===== src/rtl/irq_flag_pkg.sv =====
package irq_flag_pkg;
  localparam int SRC_PERIODIC = 0;
  localparam int SRC_ALARM    = 1;
  localparam int SRC_UPDATE   = 2;
  localparam int DEF_NUM_SRC  = 3;
endpackage


===== src/rtl/irq_flag_bank.sv =====
module irq_flag_bank #(
  parameter int NUM_SRC = 3
) (
  input  logic               clk,
  input  logic               rst_n,
  input  logic [NUM_SRC-1:0] evt,
  input  logic               flag_clr,
  input  logic               rd_stb,
  output logic [NUM_SRC-1:0] flags
);
  for (genvar i = 0; i < NUM_SRC; i++) begin : g_flag
    always_ff @(posedge clk) begin
      if (!rst_n || flag_clr)
        flags[i] <= 1'b0;
      else if (evt[i])
        flags[i] <= 1'b1;
      else if (rd_stb)
        flags[i] <= 1'b0;
    end

    assert_evt_sets_R1: assert property (@(posedge clk) disable iff (!rst_n)
      (evt[i] && !flag_clr) |=> flags[i]);
    assert_evt_survives_read_R6: assert property (@(posedge clk) disable iff (!rst_n)
      (evt[i] && rd_stb && !flag_clr) |=> flags[i]);
    assert_read_clears_R5: assert property (@(posedge clk) disable iff (!rst_n)
      (rd_stb && !evt[i]) |=> !flags[i]);
  end

  assert_flag_clr_R7: assert property (@(posedge clk) disable iff (!rst_n)
    flag_clr |=> (flags == '0));
endmodule


===== src/rtl/irq_enable_reg.sv =====
module irq_enable_reg #(
  parameter int NUM_SRC = 3
) (
  input  logic               clk,
  input  logic               rst_n,
  input  logic               en_we,
  input  logic [NUM_SRC-1:0] en_wdata,
  input  logic               flag_clr,
  output logic [NUM_SRC-1:0] en
);
  always_ff @(posedge clk) begin
    if (!rst_n)     en <= '0;
    else if (en_we) en <= en_wdata;
  end

  assert_en_kept_R7: assert property (@(posedge clk) disable iff (!rst_n)
    (flag_clr && !en_we) |=> $stable(en));
  assert_en_load_R8: assert property (@(posedge clk) disable iff (!rst_n)
    en_we |=> (en == $past(en_wdata)));
endmodule


===== src/rtl/irq_line_drv.sv =====
module irq_line_drv #(
  parameter int NUM_SRC = 3
) (
  input  logic [NUM_SRC-1:0] flags,
  input  logic [NUM_SRC-1:0] en,
  output logic               pending,
  output logic               irq_oe,
  output logic               irq_dat
);
  always_comb begin
    pending = |(flags & en);
    irq_oe  = pending;
    irq_dat = 1'b0;
  end
endmodule


===== src/rtl/irq_read_port.sv =====
module irq_read_port #(
  parameter int NUM_SRC = 3,
  localparam int RD_W = NUM_SRC + 1
) (
  input  logic               clk,
  input  logic               rst_n,
  input  logic               rd_stb,
  input  logic [NUM_SRC-1:0] flags,
  input  logic               pending,
  output logic               rd_valid,
  output logic [RD_W-1:0]    rd_data
);
  always_ff @(posedge clk) begin
    if (!rst_n) begin
      rd_valid <= 1'b0;
      rd_data  <= '0;
    end else begin
      rd_valid <= rd_stb;
      if (rd_stb) rd_data <= {pending, flags};
    end
  end

  assert_valid_follows_R4: assert property (@(posedge clk) disable iff (!rst_n)
    rd_stb |=> rd_valid);
  assert_no_spurious_valid_R4: assert property (@(posedge clk) disable iff (!rst_n)
    !rd_stb |=> !rd_valid);
  assert_data_hold_R9: assert property (@(posedge clk) disable iff (!rst_n)
    (!rd_stb && $past(rst_n)) |=> $stable(rd_data));
endmodule


===== src/rtl/irq_flag_collector.sv =====
module irq_flag_collector
  import irq_flag_pkg::*;
#(
  parameter int NUM_SRC = DEF_NUM_SRC,
  localparam int RD_W = NUM_SRC + 1
) (
  input  logic               clk,
  input  logic               rst_n,
  input  logic [NUM_SRC-1:0] evt,
  input  logic               flag_clr,
  input  logic               en_we,
  input  logic [NUM_SRC-1:0] en_wdata,
  input  logic               rd_stb,
  output logic               rd_valid,
  output logic [RD_W-1:0]    rd_data,
  output logic               irq_oe,
  output logic               irq_dat
);
  logic [NUM_SRC-1:0] flags;
  logic [NUM_SRC-1:0] en;
  logic               pending;

  irq_flag_bank #(.NUM_SRC(NUM_SRC)) u_bank (
    .clk(clk), .rst_n(rst_n), .evt(evt), .flag_clr(flag_clr),
    .rd_stb(rd_stb), .flags(flags)
  );

  irq_enable_reg #(.NUM_SRC(NUM_SRC)) u_en (
    .clk(clk), .rst_n(rst_n), .en_we(en_we), .en_wdata(en_wdata),
    .flag_clr(flag_clr), .en(en)
  );

  irq_line_drv #(.NUM_SRC(NUM_SRC)) u_drv (
    .flags(flags), .en(en), .pending(pending),
    .irq_oe(irq_oe), .irq_dat(irq_dat)
  );

  irq_read_port #(.NUM_SRC(NUM_SRC)) u_rd (
    .clk(clk), .rst_n(rst_n), .rd_stb(rd_stb), .flags(flags),
    .pending(pending), .rd_valid(rd_valid), .rd_data(rd_data)
  );

  assert_release_after_read_R5: assert property (@(posedge clk) disable iff (!rst_n)
    (rd_stb && !flag_clr && evt == '0) |=> !irq_oe);
  assert_release_after_clr_R7: assert property (@(posedge clk) disable iff (!rst_n)
    flag_clr |=> !irq_oe);
  assert_line_low_R2: assert property (@(posedge clk) disable iff (!rst_n)
    irq_oe |-> (irq_dat == 1'b0));
endmodule


===== config.mk =====
export PLATFORM = sky130hd
export DESIGN_NAME = irq_flag_collector
export DESIGN_NICKNAME = d
export VERILOG_FILES = /design/src/rtl/irq_flag_pkg.sv /design/src/rtl/irq_flag_bank.sv /design/src/rtl/irq_enable_reg.sv /design/src/rtl/irq_line_drv.sv /design/src/rtl/irq_read_port.sv /design/src/rtl/irq_flag_collector.sv
export SDC_FILE = /design/constraint.sdc
export NUM_CORES = 1
export LEC_CHECK = 0
export ABC_AREA = 0
export BUFFER_PORTS_ARGS = -buffer_cell sky130_fd_sc_hd__buf_4
export CAP_MARGIN = 30
export CELL_PAD_IN_SITES_DETAIL_PLACEMENT = 1
export CELL_PAD_IN_SITES_GLOBAL_PLACEMENT = 1
export CORE_MARGIN = 1.5
export CORE_UTILIZATION = 28
export DETAILED_ROUTE_END_ITERATION = 10
export GPL_TIMING_DRIVEN = 0
export PLACE_DENSITY_LB_ADDON = 0.1
export SLEW_MARGIN = 40
export SYNTH_ARGS = -nofsm -noshare
export SYNTH_HDL_FRONTEND = slang
export SYNTH_SLANG_ARGS = --single-unit

===== constraint.sdc =====
create_clock -name clk -period 1 [get_ports clk]
set_clock_uncertainty 0.2 [all_clocks]
set_input_delay 0.15 -clock clk [delete_from_list [all_inputs] [get_ports clk]]
set_output_delay 0.15 -clock clk [all_outputs]
set_load 0.005 [all_outputs]

==> key figures, run 1 <==
Outcome
  – Status: complete, but fails checks
  – Failing checks: negative hold slack, negative setup slack

STA
  – Post-Route Setup TNS: -1.22 ns
  – Hold slack: -0.0485 ns
  – Count of pins over their slew limit: 0
  – Achievable Freq: 647 MHz
  – Tcrit/Tclk final: 155%
  – Fin worst setup slack: -0.547 ns
  – Minimum clock period after layout: between 1.5 and 2 ns
  – RSZ-0062 raised after global routing: true
  – Fin. Hold Viols: 9
  – Final setup vio count: 9

Worst setup path
  – Crit path cell chain: a222oi_1 > inv_1 > buf_4
  – FF-to-FF path depth: 3
  – Slowest cell on crit path: a222oi_1
  – Reg2reg end: u_rd.rd_data[3]
  – Worst setup EP type: output port
  – CP startpoint kind: flip-flop
  – Reg2reg start: u_bank.flags[2]
  – CP required: ~0.65 ns
  – Buffers & Inverters on Critical Path: 2
  – Max incr delay on CP: a little under 0.4 ns
  – CP Class: flip-flop to output port
  – Worst Path Max Fanout: 2
  – Critical Path AT: approximately 1.2 ns
  – R2R Setup Slk: -0.25 ns
  – Cell family with most CP delay: compound AO/OA/AOI/OAI gates

GRT
  – First-pass GRT wire length: between 1500 and 2000 um
  – GRT Total Usage: approximately 12%
  – Largest net degree at the start of global routing: 10
  – Vias in the first global route: 369
  – Initial antenna violation count: 0
  – Congestion Overflow GR: 0

Finish
  – Layout cells sized above 1: 46.3%
  – Filler instances: between 150 and 200
  – Antenna diodes: 0
  – Fin util: a little over 50%
  – Most frequent cells in the layout: 14 x buf_4, 6 x mux2i_1, 6 x nor2b_1, 6 x buf_6, 6 x dfxtp_1
  – Nets: between 70 and 80
  – Most common cell after layout, fill and taps aside: buf_4
  – Area growth from synthesis to layout: 60.7%

CTS
  – Clock sinks: 11
  – Bufs on Longest Clock Path: 2
  – CTS buffer count: 3
  – Clk Latency, worst-skew pair: approximately 0.26 ns
  – Cts hold-fix bufs: 4
  – CTS tree: yes
  – H-tree levels: 1
  – CTS clk-pin slew, worst paths: 0.07 ns
  – Clk Tree Root Cell: clkbuf_4

Die
  – Die Y: around 42 um
  – Die width: about 42 um
  – Top Ports: 18
  – Row count: 13
  – Starting density of the core: 31.3%
  – DIE AREA: roughly 0.0018 mm^2
  – Core box area: around 0.0014 mm^2

Power and ir drop
  – Pwr Total: approximately 0.00090 W
  – Internal power: approximately 0.00069 W
  – Register share of total power: a little over half
  – Clock share of power: roughly a third
  – PD cells: between 1000 and 1500 mW/mm^2
  – Max IR drop VDD: around 0.00074 V
  – Psw: between 0.0002 and 0.00025 W
  – Comb power frac: 14.3%
  – Switching share of power: 23.1%
  – Static Leak: about 0.33 nW

Placed design
  – Worst slack at placement: -0.256 ns
  – Global placer's final weighted congestion: 0.651
  – Detailed placer's ending HPWL: just under 700 um
  – Port Buffers: 15

Yosys
  – Post-synthesis cell area: approximately 420 um^2
  – Synthesized instance count: ~40
  – Synthesis-stage register bit count: 11
  – Synth Warn #: 0
  – Seq/Total Area, Yosys: between 50% and 60%
  – Synth Net Count: 52
  – Number of distinct library cells after synthesis: 13
  – Syn avg cell area: 10.3 um^2

Detailed routing
  – Initial drt markers: 3
  – WL final: ~980 um
  – Post-DRT Antenna Nets: 0
  – Drt wl/cell: between 10 and 15 um
  – DRT Pass-1 Iters: 4
  – Vias: about 360
  – Via density: ~4.4
  – DRC: 0

Hold path
  – HP Class: primary input to flip-flop
  – WHS Endpoint: u_en.en[2]
  – Hold_sp: en_wdata[2]
  – Hold Crit Depth: 3

Run
  – Maxcap violations: 0
## how the worst max path moves through the flow
stage	start	end	slack [ns]	cells after the start
6_report	u_bank.flags[2]	irq_oe	-0.55	3
5_1_grt	u_bank.flags[2]	irq_oe	-0.66	3
4_1_cts	u_bank.flags[2]	irq_oe	-0.54	3
3_5_place_dp	u_bank.flags[2]	irq_oe	-0.26	3
3_3_place_gp	u_bank.flags[0]	irq_oe	-0.26	3
2_1_floorplan	u_en.en[2]	irq_oe	-0.08	2
## layout make-up
type	instances	area, um^2	share of cell area, %
multi-input combinational	24	176	26.0
buffer	2	18.8	2.76
clock buffer	3	22.5	3.31
inverter	4	15.0	2.21
timing repair buffer	22	196	28.9
tap	15	18.8	2.76
sequential	11	226	33.3
clock inverter	1	5.00	0.737
## power by group through the flow
| stage | clock [W] | combinational (W) | sequential, W |
|---|---|---|---|
| floorplan | 0 | 0.0000468 | 0.000477 |
| global placement | 0 | 0.0000961 | 0.000479 |
| detailed placement | 0 | 0.000101 | 0.000480 |
| CTS | 0.000312 | 0.000126 | 0.000471 |
| global route | 0.000346 | 0.000141 | 0.000473 |
| finish | 0.000301 | 0.000129 | 0.000471 |
## synthesized netlist by cell type
library cell  instances  area, um^2
dfxtp_1              11         220
mux2i_1               6        60.1
nor2b_1               6        37.5
a21oi_1               4        20.0
inv_1                 4        15.0
nand2b_1              3        18.8
a222oi_1              1        10.0
and2_1                1        6.26
buf_4                 1        7.51
buf_6                 1        11.3
conb_1                1        3.75
o21ai_0               1        5.00
or2b_1                1        7.51
## tightest hold or removal path: cells and delay by family
| kind | cells | cell delay (ns) |
|---|---|---|
| AND/OR/NAND/NOR | 1 | 0.10 |
| buffers and inverters | 1 | 0.08 |
| multiplexers | 1 | 0.06 |
## flip-flops by register name (all words and copies together), names as in the netlist
register	cells
u_bank.flags	3
u_rd.rd_valid	1
u_rd.rd_data	4
u_en.en	3
## cells by family (layout without fill, tap and decap cells)
group / after synthesis / in the layout / synth area share, %
compound gates: 6 / 6 / 8.28
mux: 6 / 6 / 14.2
flops: 11 / 11 / 52.1
other cells: 1 / 1 / 0.887
simple gates: 11 / 11 / 16.6
buf+inv: 6 / 32 / 7.99
## layer usage
| layer | vias to the layer above | wire [um] | global-route usage, % |
|---|---|---|---|
| met4 | 0 | 0 | 5.81 |
| met1 | 162 | 443 | 14.6 |
| met2 | 14 | 465 | 19.4 |
| met5 | - | 0 | 0 |
| li1 | 185 | - | - |
| met3 | 0 | 75 | 3.48 |
## through the flow
stage	std cells	instance area, um^2
2_1_floorplan	41	423
3_3_place_gp	71	554
3_5_place_dp	71	554
4_1_cts	81	666
5_1_grt	82	679
6_report	82	679
## repair_timing
action | CTS | global route
endpoints found under the setup margin | 8 | 9
hold endpoints to repair | 11 | 10
gates resized for setup | 11 | 2
pin swaps | 3 | 2
setup buffers | 2 | 1
No activity file was read; power rests on OpenSTA's default activity.
==> run 2: changes to the inputs <==
--- a/config.mk
+++ b/config.mk
@@ -5,13 +5,13 @@
 export SDC_FILE = /design/constraint.sdc
 export NUM_CORES = 1
 export LEC_CHECK = 0
-export ABC_AREA = 0
+export ABC_AREA = 1
 export BUFFER_PORTS_ARGS = -buffer_cell sky130_fd_sc_hd__buf_4
 export CAP_MARGIN = 30
 export CELL_PAD_IN_SITES_DETAIL_PLACEMENT = 1
 export CELL_PAD_IN_SITES_GLOBAL_PLACEMENT = 1
 export CORE_MARGIN = 1.5
-export CORE_UTILIZATION = 28
+export CORE_UTILIZATION = 25
 export DETAILED_ROUTE_END_ITERATION = 10
 export GPL_TIMING_DRIVEN = 0
 export PLACE_DENSITY_LB_ADDON = 0.1
==> key figures, run 2 <==
Outcome
  – Status: complete, but fails checks
  – Failing checks: negative hold slack, negative setup slack

Placed design
  – Worst slack at placement: about 0.011 ns
  – Port Buffers: 16
  – Global placer's final weighted congestion: between 0.6 and 0.7

Yosys
  – Synth Warn #: 0
  – Post-synthesis compound-gate area fraction: between 10% and 20%
  – Synthesis-stage register bit count: 11
  – Post-Synth XOR/XNOR Area: 0%
  – Post-synthesis cell area: ~380 um^2
  – EDFF count, synth: 0
  – Yosys top cell by area: dfxtp_1
  – Seq/Total Area, Yosys: 57.3%
  – Most numerous cell in the Yosys netlist: nor2_1
  – Commonest cells post-synth: 17 x nor2_1, 11 x dfxtp_1, 7 x o21ai_0
  – Number of distinct library cells after synthesis: 10
  – Largest family of logic cells by synthesized area: simple AND/OR/NAND/NOR gates
  – Synth area leaders: dfxtp_1 57%, nor2_1 17%, o21ai_0 9.1%
  – Top_reg_cell synth: dfxtp_1
  – Syn avg cell area: approximately 7.7 um^2
  – Top cell type's share of synthesized area: a little under three fifths
  – Synthesized instance count: 50
  – Ys async rst share: 0%
  – Post-synthesis mux area share: 0%
  – Synth Net Count: roughly 60
  – Adder-cell area share of the yosys netlist: 0%
  – Simple-gate share of the synthesized area: between 20% and 30%

STA
  – Fin. Hold Viols: 11
  – Hold slack: -0.0994 ns
  – RSZ-0062 raised after global routing: true
  – Fin worst setup slack: -0.215 ns
  – Tcrit/Tclk final: 122%
  – Count of pins over their slew limit: 0
  – Final setup vio count: 8
  – Achievable Freq: between 800 and 900 MHz
  – Minimum clock period after layout: about 1.2 ns

Power and ir drop
  – Static Leak: 0.362 nW
  – Comb power frac: between 10% and 20%
  – Switching share of power: about a quarter
  – Psw: 0.000234 W
  – Clock share of power: 32.6%
  – PD cells: about 1300 mW/mm^2
  – Register share of total power: 50.8%
  – Internal power: about 0.00072 W
  – Pwr Total: approximately 0.00095 W
  – Max IR drop VDD: 0.000840 V

Detailed routing
  – Via density: approximately 4.6
  – DRT Pass-1 Iters: 4
  – Initial drt markers: 6
  – Vias: around 440
  – WL final: 1130 um
  – Drt wl/cell: around 12 um
  – DRC: 0
  – Post-DRT Antenna Nets: 0

Worst setup path
  – Worst Path Max Fanout: 2
  – Critical Path AT: just under 0.9 ns
  – Worst setup EP type: output port
  – CP startpoint kind: flip-flop
  – CP required: 0.65 ns
  – CP Class: flip-flop to output port

Finish
  – Nets: 91
  – Most frequent cells in the layout: 15 x buf_4, 13 x nor2_1, 9 x dfxtp_2
  – Layout cells sized above 1: between 50% and 60%
  – Largest Register: u_rd.rd_data
  – Most common cell after layout, fill and taps aside: buf_4
  – Largest register FFs: 4
  – Area growth from synthesis to layout: 84.0%
  – Largest registers: u_rd.rd_data x4, u_bank.flags x3, u_en.en x3

GRT
  – First-pass GRT wire length: between 1500 and 2000 um
  – GRT Total Usage: 13.5%
  – Vias in the first global route: between 400 and 500
  – Largest net degree at the start of global routing: 10
  – Congestion Overflow GR: 0
  – Initial antenna violation count: 0

Die
  – Die width: 42.2 um
  – Top Ports: 18
  – Row count: 13
  – Starting density of the core: between 20 and 30%
  – Die Y: between 40 and 50 um
  – DIE AREA: between 0.0015 and 0.002 mm^2
  – Core box area: about 0.0014 mm^2

CTS
  – CTS tree: yes
  – Bufs on Longest Clock Path: 2
  – Clk Latency, worst-skew pair: 0.27 ns
  – Clk Tree Root Cell: clkbuf_4
  – CTS clk-pin slew, worst paths: 0.07 ns
  – CTS buffer count: 3
  – Clock sinks: 11
  – H-tree levels: 1

Run
  – Maxcap violations: 0

Hold path
  – HP Class: primary input to flip-flop
-- run 2: cell count changes after synthesis, moves of 3 or more --
cell      previous run  this run
nor2b_1              6         0
mux2i_1              6         0
nor2_1               0        17
o21ai_0              1         7
nand2b_1             3         0
nand2_1              0         5
-- run 2: what timing repair did --
item,in CTS,in global routing
setup buffers,3,1
pin swaps,2,1
setup endpoints to repair,6,16
gates resized for setup,16,13
endpoints found under the hold margin,11,10
hold buffers,6,1
-- run 2: kinds of logic (layout without fill, tap and decap cells) --
kind of cell,count (synthesis),in the layout
other,1,2
AOI/OAI and AO/OA,10,10
buffers and inverters,5,34
DFF,11,11
and+or+nand+nor,23,23
-- run 2: power groups by stage --
stage / registers (W) / logic, W / clock network (W)
after floorplan: 0.000485 / 0.0000412 / 0
after global placement: 0.000486 / 0.000106 / 0
after detailed placement: 0.000486 / 0.000107 / 0
after CTS: 0.000482 / 0.000144 / 0.000326
after global routing: 0.000488 / 0.000174 / 0.000346
final: 0.000484 / 0.000157 / 0.000310
-- run 2: final timing paths --
| kind | startpoint | to | slack [ns] | cells past startpoint |
|---|---|---|---|---|
| max | u_bank.flags[0] | irq_oe | -0.22 | 3 |
| min | evt[0] | u_bank.flags[0] | -0.1 | 3 |
| max reg2reg | u_bank.flags[0] | u_rd.rd_data[3] | -0.01 | 5 |
| min reg2reg | u_rd.rd_data[1] | u_rd.rd_data[1] | 0.29 | 2 |
-- run 2: cell type report --
cell class | count | area [um^2]
Clock buffer | 4 | 26.3
Inverter | 4 | 15.0
Buffer | 1 | 7.51
Fill cell | 170 | 659
Timing Repair Buffer | 25 | 229
Tap cell | 15 | 18.8
Sequential cell | 11 | 231
Multi-Input combinational cell | 34 | 176
Antenna cell | 1 | 2.50
-- run 2: per-layer routing --
layer | global-route usage [%] | routed length [um] | up-vias
met3 | 6.90 | 76 | 2
met4 | 3.75 | 29 | 0
li1 | - | - | 213
met1 | 14.1 | 444 | 200
met2 | 23.7 | 577 | 20
met5 | 0 | 0 | -
-- run 2: stage by stage --
stage | cell area [um^2] | util (%) | TNS (ns) | instances
after floorplan | 384 | - | 0 | 50
after global placement | 523 | 38.3 | 0 | 81
after detailed placement | 523 | 38.3 | 0 | 81
after CTS | 671 | 49.1 | -1.10 | 94
after global routing | 704 | 51.6 | -0.880 | 94
final | 707 | 51.7 | -0.611 | 95
-- run 2: critical path, cell delays in order, from the launching register on --
cell     delay (ns)
dfxtp_2        0.33
nand2_2        0.06
nand3_2        0.08
buf_6          0.12
